$ cat src/rtl/dual_tmr.sv
module dual_tmr #(
  parameter int HW = 8
) (
  input  logic          clk,
  input  logic          rst_n,
  input  logic          tick,
  input  logic          wr_en,
  input  logic [2:0]    wr_addr,
  input  logic [HW-1:0] wr_data,
  input  logic          ext_in,
  output logic          out_lo,
  output logic          out_hi,
  output logic          match_lo,
  output logic          match_hi
);
  localparam logic [HW-1:0] TOP = '1;
  localparam logic [2:0] A_CTRL = 3'd0, A_PLO = 3'd1, A_PHI = 3'd2,
                         A_CLO = 3'd3, A_CHI = 3'd4;

  logic [1:0]    mode_q;
  logic          run_lo_q, run_hi_q, ext_sel_q;
  logic [HW-1:0] pre_lo_q, pre_hi_q, sh_lo, sh_hi, act_lo, act_hi;
  logic [HW-1:0] pc_lo, pc_hi, cnt_lo, cnt_hi;
  logic          tog_lo, tog_hi, m_lo, m_hi;
  logic [2:0]    sync_q;

  wire split     = ~mode_q[1];
  wire run_b     = split ? run_hi_q : run_lo_q;
  wire ext_rise  = sync_q[1] & ~sync_q[2];
  wire ctrl_wr   = wr_en && wr_addr == A_CTRL;
  wire restart_a = ctrl_wr && !run_lo_q;
  wire restart_b = ctrl_wr && !run_b;
  wire pstep_lo  = run_lo_q && tick && pc_lo == pre_lo_q;
  wire pstep_hi  = run_b && tick && pc_hi == pre_hi_q;
  wire st_lo     = (mode_q == 2'd2 && ext_sel_q) ? (run_lo_q && ext_rise) : pstep_lo;
  wire st_hi     = (mode_q == 2'd0 && ext_sel_q) ? (run_hi_q && ext_rise) : pstep_hi;
  wire full_hit  = {cnt_hi, cnt_lo} == {act_hi, act_lo};

  assign out_lo   = (mode_q == 2'd1 || mode_q == 2'd3) ? (cnt_lo < act_lo) : tog_lo;
  assign out_hi   = (mode_q == 2'd1) ? (cnt_hi < act_hi) : tog_hi;
  assign match_lo = m_lo;
  assign match_hi = m_hi;

  always_ff @(posedge clk or negedge rst_n) begin
    if (!rst_n) begin
      mode_q <= '0; run_lo_q <= 1'b0; run_hi_q <= 1'b0; ext_sel_q <= 1'b0;
      pre_lo_q <= '0; pre_hi_q <= '0; sh_lo <= '0; sh_hi <= '0;
    end else if (wr_en) begin
      case (wr_addr)
        A_CTRL: begin
          mode_q    <= wr_data[1:0];
          run_lo_q  <= wr_data[2];
          run_hi_q  <= wr_data[3];
          ext_sel_q <= wr_data[4];
        end
        A_PLO:   pre_lo_q <= wr_data;
        A_PHI:   pre_hi_q <= wr_data;
        A_CLO:   sh_lo    <= wr_data;
        A_CHI:   sh_hi    <= wr_data;
        default: ;
      endcase
    end
  end

  always_ff @(posedge clk or negedge rst_n) begin
    if (!rst_n) sync_q <= '0;
    else        sync_q <= {sync_q[1:0], ext_in};
  end

  always_ff @(posedge clk or negedge rst_n) begin
    if (!rst_n) begin
      pc_lo <= '0; pc_hi <= '0;
    end else begin
      if (restart_a)               pc_lo <= '0;
      else if (run_lo_q && tick)   pc_lo <= (pc_lo == pre_lo_q) ? '0 : pc_lo + 1'b1;
      if (restart_b)               pc_hi <= '0;
      else if (run_b && tick)      pc_hi <= (pc_hi == pre_hi_q) ? '0 : pc_hi + 1'b1;
    end
  end

  always_ff @(posedge clk or negedge rst_n) begin
    if (!rst_n) begin
      cnt_lo <= '0; cnt_hi <= '0; act_lo <= '0; act_hi <= '0;
      tog_lo <= 1'b0; tog_hi <= 1'b0; m_lo <= 1'b0; m_hi <= 1'b0;
    end else begin
      m_lo <= 1'b0;
      m_hi <= 1'b0;
      case (mode_q)
        2'd0: begin
          if (st_lo) begin
            if (cnt_lo == act_lo) begin
              cnt_lo <= '0; act_lo <= sh_lo; tog_lo <= ~tog_lo; m_lo <= 1'b1;
            end else cnt_lo <= cnt_lo + 1'b1;
          end
          if (st_hi) begin
            if (cnt_hi == act_hi) begin
              cnt_hi <= '0; act_hi <= sh_hi; tog_hi <= ~tog_hi; m_hi <= 1'b1;
            end else cnt_hi <= cnt_hi + 1'b1;
          end
        end
        2'd1: begin
          if (st_lo) begin
            cnt_lo <= cnt_lo + 1'b1;
            if (cnt_lo == TOP) begin act_lo <= sh_lo; m_lo <= 1'b1; end
          end
          if (st_hi) begin
            cnt_hi <= cnt_hi + 1'b1;
            if (cnt_hi == TOP) begin act_hi <= sh_hi; m_hi <= 1'b1; end
          end
        end
        2'd2: begin
          if (st_lo) begin
            if (full_hit) begin
              {cnt_hi, cnt_lo} <= '0;
              act_lo <= sh_lo; act_hi <= sh_hi;
              tog_hi <= ~tog_hi; m_hi <= 1'b1;
            end else {cnt_hi, cnt_lo} <= {cnt_hi, cnt_lo} + 1'b1;
            if (cnt_lo == act_lo) begin tog_lo <= ~tog_lo; m_lo <= 1'b1; end
          end
        end
        default: begin
          if (st_lo) begin
            cnt_lo <= cnt_lo + 1'b1;
            if (cnt_lo == TOP) begin
              act_lo <= sh_lo; m_lo <= 1'b1;
              if (cnt_hi == act_hi) begin
                cnt_hi <= '0; act_hi <= sh_hi; tog_hi <= ~tog_hi; m_hi <= 1'b1;
              end else cnt_hi <= cnt_hi + 1'b1;
            end
          end
        end
      endcase
      if (restart_a) begin cnt_lo <= '0; act_lo <= sh_lo; end
      if (restart_b) begin cnt_hi <= '0; act_hi <= sh_hi; end
    end
  end
endmodule

$ cat config.mk
export PLATFORM = sky130hd
export DESIGN_NAME = dual_tmr
export DESIGN_NICKNAME = d
export VERILOG_FILES = /design/src/rtl/dual_tmr.sv
export SDC_FILE = /design/constraint.sdc
export NUM_CORES = 1
export LEC_CHECK = 0
export BUFFER_PORTS_ARGS = -buffer_cell sky130_fd_sc_hd__buf_2
export CAP_MARGIN = 20
export CORE_MARGIN = 5
export CORE_UTILIZATION = 55
export CTS_CLUSTER_SIZE = 30
export DETAILED_ROUTE_END_ITERATION = 10
export GPL_ROUTABILITY_DRIVEN = 0
export HOLD_SLACK_MARGIN = 0.08
export PLACE_DENSITY = 0.82
export SYNTH_ARGS = -nofsm -noshare
export SYNTH_HDL_FRONTEND = slang
export SYNTH_SLANG_ARGS = --single-unit
export TNS_END_PERCENT = 100
$ cat constraint.sdc
create_clock -name clk -period 2.79 [get_ports clk]
set_input_delay 0.4185 -clock clk [delete_from_list [all_inputs] [get_ports clk]]
set_output_delay 0.4185 -clock clk [all_outputs]
set_load 0.02 [all_outputs]
==> flow_summary.ini, run 1 <==
[clock_network]
cts_setup_buffers = 0
cts_root_buf = clkbuf_8
cts.reportedPaths.clkPinSlew_ns = 0.09
cts_made_buffers = 9
postCtsHoldBufs = 1
htreeDepth = 3
cts.path.max_buffers = 2
cts_tree = yes
clk-insertion-delay-late_ns = 0.36
cts.sinks = 92
cts-resized-gates = 0

[timing]
clock.fmax_mhz = 390
worst_pin_slew_ns = 0.626
setup_viol = 0
finalHoldViolCount = 0
min_period_over_period_pct = 91.8
setup_tns_ns = 0
drv_slew = 0
finalWorstSetupSlack_ns = 0.228
rsz0062_at_grt = no
finClkSkew_ns = 0.00699
fin_crit_ns = 2.56
max_slew_margin_pct = 58.1

[status]
outcome = complete, no violations

[critical_path]
endpoint_kind = flop
crit_type = flop to flop
slowest_stage = dfrtp_1
cpPeakStageDelay_ns = 0.44
r2r_start = cnt_lo[6]
cp_common_cell = mux2_2
cp.arrival_ns = 2.81
cp_max_fo = 8
required_ns = 3.04
cp-startpoint = cnt_lo[6]
crit_buf_inv = 0
critical-path-top-delay-family = multiplexers
path_cells = ha_1 > nand4_1 > nor2_1 > nand2_1 > mux2_2 > o21ai_2 > mux2_2
critical_path.startpoint_type = flop

[synthesis]
synth_top_area_share_pct = 45.6
async_reset_ff_share_pct = 100
synthTopCellsByCount = 92 x dfrtp_1, 43 x mux2_2, 41 x nand2_1, 29 x nor2_1
yosys_warnings = 0
synthesis.nets = 526
yosysMostFrequentCell = dfrtp_1
synth_edf_count = 0
syn_area_per_cell_sq_um = 10.4
syn_area_sq_um = 5050
yosysSeqAreaShare_pct = 45.6
ys.flop_type = dfrtp_1
synth-seq-cells = 92
yosys.area.top_type = dfrtp_1
synth_top_cells_by_area = dfrtp_1 46%, mux2_2 9.6%, ha_1 5.9%
yosysUniqueCellTypes = 56
synthCells = 486

[pwr]
finalPower_uw = 4020
vdd.ir_drop.worst_mv = 0.411
p_per_area_nw_per_um2 = 733
total_leakage_power_uw = 0.00245

[placement]
dp_hpwl_microns = 8050
dpl_worst_slack_ns = 0.285
portBuffers = 19

[drt]
vias_per_cell = 6.15
detailedRoute.firstIterationViolations = 272
finalWirelength_microns = 11000
first_pass_iters = 5
ant_nets = 0
num_vias = 3876
wl_per_cell_microns = 17.4
drc_errors = 0

[floorplanning]
die_area_sq_um = 11200
ios = 20
die_w_microns = 106
die_y_microns = 106
coreArea_sq_um = 9110
rows = 35
initial_core_util_pct = 55.4

[global_route]
track_usage_pct = 20.9
grt_remaining_overflow = 0
grt_first_pass_wirelength_microns = 18800
antenna_found_initial = 0
grt_pass1_vias = 3915
grt_max_degree = 50

[cells_and_area]
fin_nets = 554
n_antenna_cell = 0
area_growth_syn_to_layout_pct = 8.73
n_fill_cell = 739
layout-drive-gt1-share_pct = 18.9

[worst_hold_path]
min_path_type = input pin to flop
min_from = ext_in

[run]
drv_cap = 0
## through the flow
| stage | utilization, % | hold WS (ns) | instance area (sq um) | cells |
|---|---|---|---|---|
| 2_1_floorplan | - | 0.123 | 5050 | 486 |
| 3_3_place_gp | 58.1 | 0.336 | 5290 | 613 |
| 3_5_place_dp | 58.1 | 0.351 | 5290 | 613 |
| 4_1_cts | 60.2 | 0.158 | 5490 | 630 |
| 5_1_grt | 60.2 | 0.142 | 5490 | 630 |
| 6_report | 60.2 | 0.166 | 5490 | 630 |
## state kept, by name (all words and copies together) (netlist names), 8 cells and up
name	flops
sh_hi	8
pc_hi	8
cnt_hi	8
cnt_lo	8
act_hi	8
act_lo	8
pre_lo_q	8
pc_lo	8
pre_hi_q	8
sh_lo	8
## worst reg2reg max path, stage by stage, from the launching register on
cell	delay [ns]
dfrtp_1	0.44
ha_1	0.32
nand4_1	0.16
nor2_1	0.35
nand2_1	0.12
mux2_2	0.29
o21ai_2	0.36
mux2_2	0.40
## layout by cell type (no fill, tap or decap), types with 11 or more instances in the layout
cell	instances
buf_2	18
a21oi_1	23
nand3_1	24
nand2_1	41
o21ai_0	27
nor2_1	29
clkbuf_8	11
xnor2_1	20
dfrtp_1	92
nand4_1	11
ha_1	24
nor2b_1	12
inv_1	27
mux2_2	43
## logic make-up (layout without fill, tap and decap cells)
group	count (synthesis)	count (layout)	share of synthesized area (%)
AOI/OAI and AO/OA	97	97	12.6
and+or+nand+nor	156	156	15.9
adders and majority gates	24	24	5.95
xor gates and xnor gates	22	22	3.82
muxes	55	55	12.5
DFF	92	92	45.6
buffers and inverters	40	73	3.62
## routing by layer
metal	GRT usage (%)	share of wire, %	vias up	wire length (microns)
met3	4.78	6.6	27	721
met5	0	0	-	0
met4	8.60	2.6	0	289
met1	27.3	44	1874	4810
li1	-	-	1807	-
met2	33.7	47	168	5160
## power by group
| part | switching, uW | internal [uW] |
|---|---|---|
| combinational | 654 | 603 |
| clock | 470 | 378 |
| sequential | 282 | 1640 |
## final cells by class
type                       count  area, sq um  area share, %
timing repair buffer          30          195           3.56
clock inverter                 4         32.5          0.593
sequential                    92         2300           42.0
clock buffer                  12          155           2.83
inverter                      27          101           1.85
multi-input combinational    354         2560           46.7
tap                          111          139           2.53
## worst paths after layout
path                             end  depth (start not counted)  slack, ns
hold reg to reg            sync_q[1]                          0       0.37
min in group asynchronous  cnt_lo[6]                          2       0.59
max in group asynchronous     tog_hi                          3       1.55
setup / recovery           act_lo[0]                          7       0.23
setup reg to reg           act_lo[0]                          7       0.23
hold / removal             sync_q[0]                          1       0.17
Note: power is estimated with default switching activity, not from simulation.
==> run 2: changes to the inputs <==
==> config.mk (replaced) <==
export PLATFORM = sky130hd
export DESIGN_NAME = dual_tmr
export DESIGN_NICKNAME = d
export VERILOG_FILES = /design/src/rtl/dual_tmr.sv
export SDC_FILE = /design/constraint.sdc
export NUM_CORES = 1
export LEC_CHECK = 0
export BUFFER_PORTS_ARGS = -buffer_cell sky130_fd_sc_hd__clkbuf_2
export CAP_MARGIN = 20
export CELL_PAD_IN_SITES_DETAIL_PLACEMENT = 0
export CELL_PAD_IN_SITES_GLOBAL_PLACEMENT = 1
export CORE_UTILIZATION = 49
export CTS_CLUSTER_SIZE = 30
export DETAILED_ROUTE_END_ITERATION = 10
export GPL_ROUTABILITY_DRIVEN = 0
export HOLD_SLACK_MARGIN = 0.08
export PLACE_DENSITY = 0.89
export SYNTH_ARGS = -nofsm -noshare
export SYNTH_HDL_FRONTEND = slang
export SYNTH_SLANG_ARGS = --single-unit
export TNS_END_PERCENT = 100
==> flow_summary.ini, run 2 (synthesized netlist as in run 1, its figures left out) <==
[drt]
detailedRoute.firstIterationViolations = 174
ant_nets = 0
wl_per_cell_microns = 16.9
vias_per_cell = 5.79
num_vias = 3793
drc_errors = 0
first_pass_iters = 4
finalWirelength_microns = 11000

[timing]
finalHoldViolCount = 0
setup_tns_ns = 0
worst_pin_slew_ns = 0.677
fin_crit_ns = 2.55
finClkSkew_ns = 0.00918
min_period_over_period_pct = 91.4
setup_viol = 0
drv_slew = 0
max_slew_margin_pct = 54.7
clock.fmax_mhz = 392
rsz0062_at_grt = no

[global_route]
grt_remaining_overflow = 0
grt_max_degree = 51
grt_first_pass_wirelength_microns = 18400
antenna_found_initial = 0
track_usage_pct = 23.1
grt_pass1_vias = 3730

[critical_path]
crit_type = flop to output pin
cp_max_fo = 6
critical_path.startpoint_type = flop
cp.arrival_ns = 2.13
required_ns = 2.37
endpoint_kind = output pin

[floorplanning]
die_w_microns = 103
coreArea_sq_um = 9860
rows = 36
die_area_sq_um = 10700
die_y_microns = 103
ios = 20
initial_core_util_pct = 51.2

[placement]
dp_hpwl_microns = 8190
dp_cells = 638
portBuffers = 19

[pwr]
p_per_area_nw_per_um2 = 730
vdd.ir_drop.worst_mv = 0.443
total_leakage_power_uw = 0.00246

[cells_and_area]
n_antenna_cell = 0
stdcell_count = 655
fin_nets = 557
area_growth_syn_to_layout_pct = 9.40
n_fill_cell = 857
layout-drive-gt1-share_pct = 19.5
layout_common_cells = 92 x dfrtp_1, 43 x mux2_2, 41 x nand2_1
mostFrequentLayoutCell = dfrtp_1

[clock_network]
cts.sinks = 92
cts.path.max_buffers = 2
cts_setup_buffers = 0
cts_made_buffers = 9
cts.reportedPaths.clkPinSlew_ns = 0.09
cts_root_buf = clkbuf_8
clk-insertion-delay-late_ns = 0.38
htreeDepth = 3
cts_tree = yes

[worst_hold_path]
min_path_type = input pin to flop

[run]
drv_cap = 0

[status]
outcome = complete, no violations
[run 2: final timing paths]
kind                                start        end  slack, ns  depth (start not counted)
worst max-delay path            cnt_lo[5]     out_lo       0.24                          7
worst min-delay path               ext_in  sync_q[0]       0.15                          1
worst max register to register  cnt_lo[5]  act_lo[4]       0.27                          7
worst min register to register  sync_q[0]  sync_q[1]       0.37                          0
max in group asynchronous           rst_n   sh_hi[7]       1.46                          3
min in group asynchronous           rst_n  cnt_lo[4]       0.60                          2
[run 2: power breakdown]
group          internal (uW)  total, uW  leakage (uW)  switching (uW)
clock                    339        857     0.0000897             518
sequential              1640       1920       0.00116             285
combinational            604       1250       0.00121             647
[run 2: metrics by stage]
stage                     hold slack [ns]  instance area [sq um]  total power (uW)  utilization, %  worst slack, ns
after floorplan                     0.123                   5050              2850               -            0.471
after global placement              0.339                   5330              3120            54.0            0.342
after detailed placement            0.346                   5330              3190            54.0            0.288
after CTS                           0.136                   5520              4050            56.0            0.193
after global routing                0.135                   5520              4320            56.0           0.0753
final                               0.145                   5520              4030            56.0            0.240
[run 2: layout make-up]
class | instances | area [sq um] | share of cell area (%)
clock buffer | 9 | 124 | 2.24
sequential | 92 | 2300 | 41.7
inverter | 27 | 101 | 1.84
clock inverter | 7 | 60.1 | 1.09
multi-input combinational | 354 | 2560 | 46.4
tap | 133 | 166 | 3.01
timing repair buffer | 33 | 205 | 3.72
[run 2: what timing repair did]
item | CTS | global route
hold buffers | 1 | 0
hold endpoints to repair | 15 | 0
gates resized for setup | 0 | 0
[run 2: critical path: stages, from the launching register on]
cell	delay [ns]
dfrtp_1	0.45
ha_1	0.31
a21o_1	0.17
a21o_1	0.17
a21oi_1	0.17
o21ai_0	0.14
o21ai_0	0.16
clkbuf_2	0.19
[run 2: routing by layer]
metal	global-route usage, %	vias up	part of all wire [%]
li1	-	1806	-
met1	30.7	1854	46
met2	37.1	111	48
met3	5.51	22	5.0
met4	7.48	0	1.8
met5	0	-	0
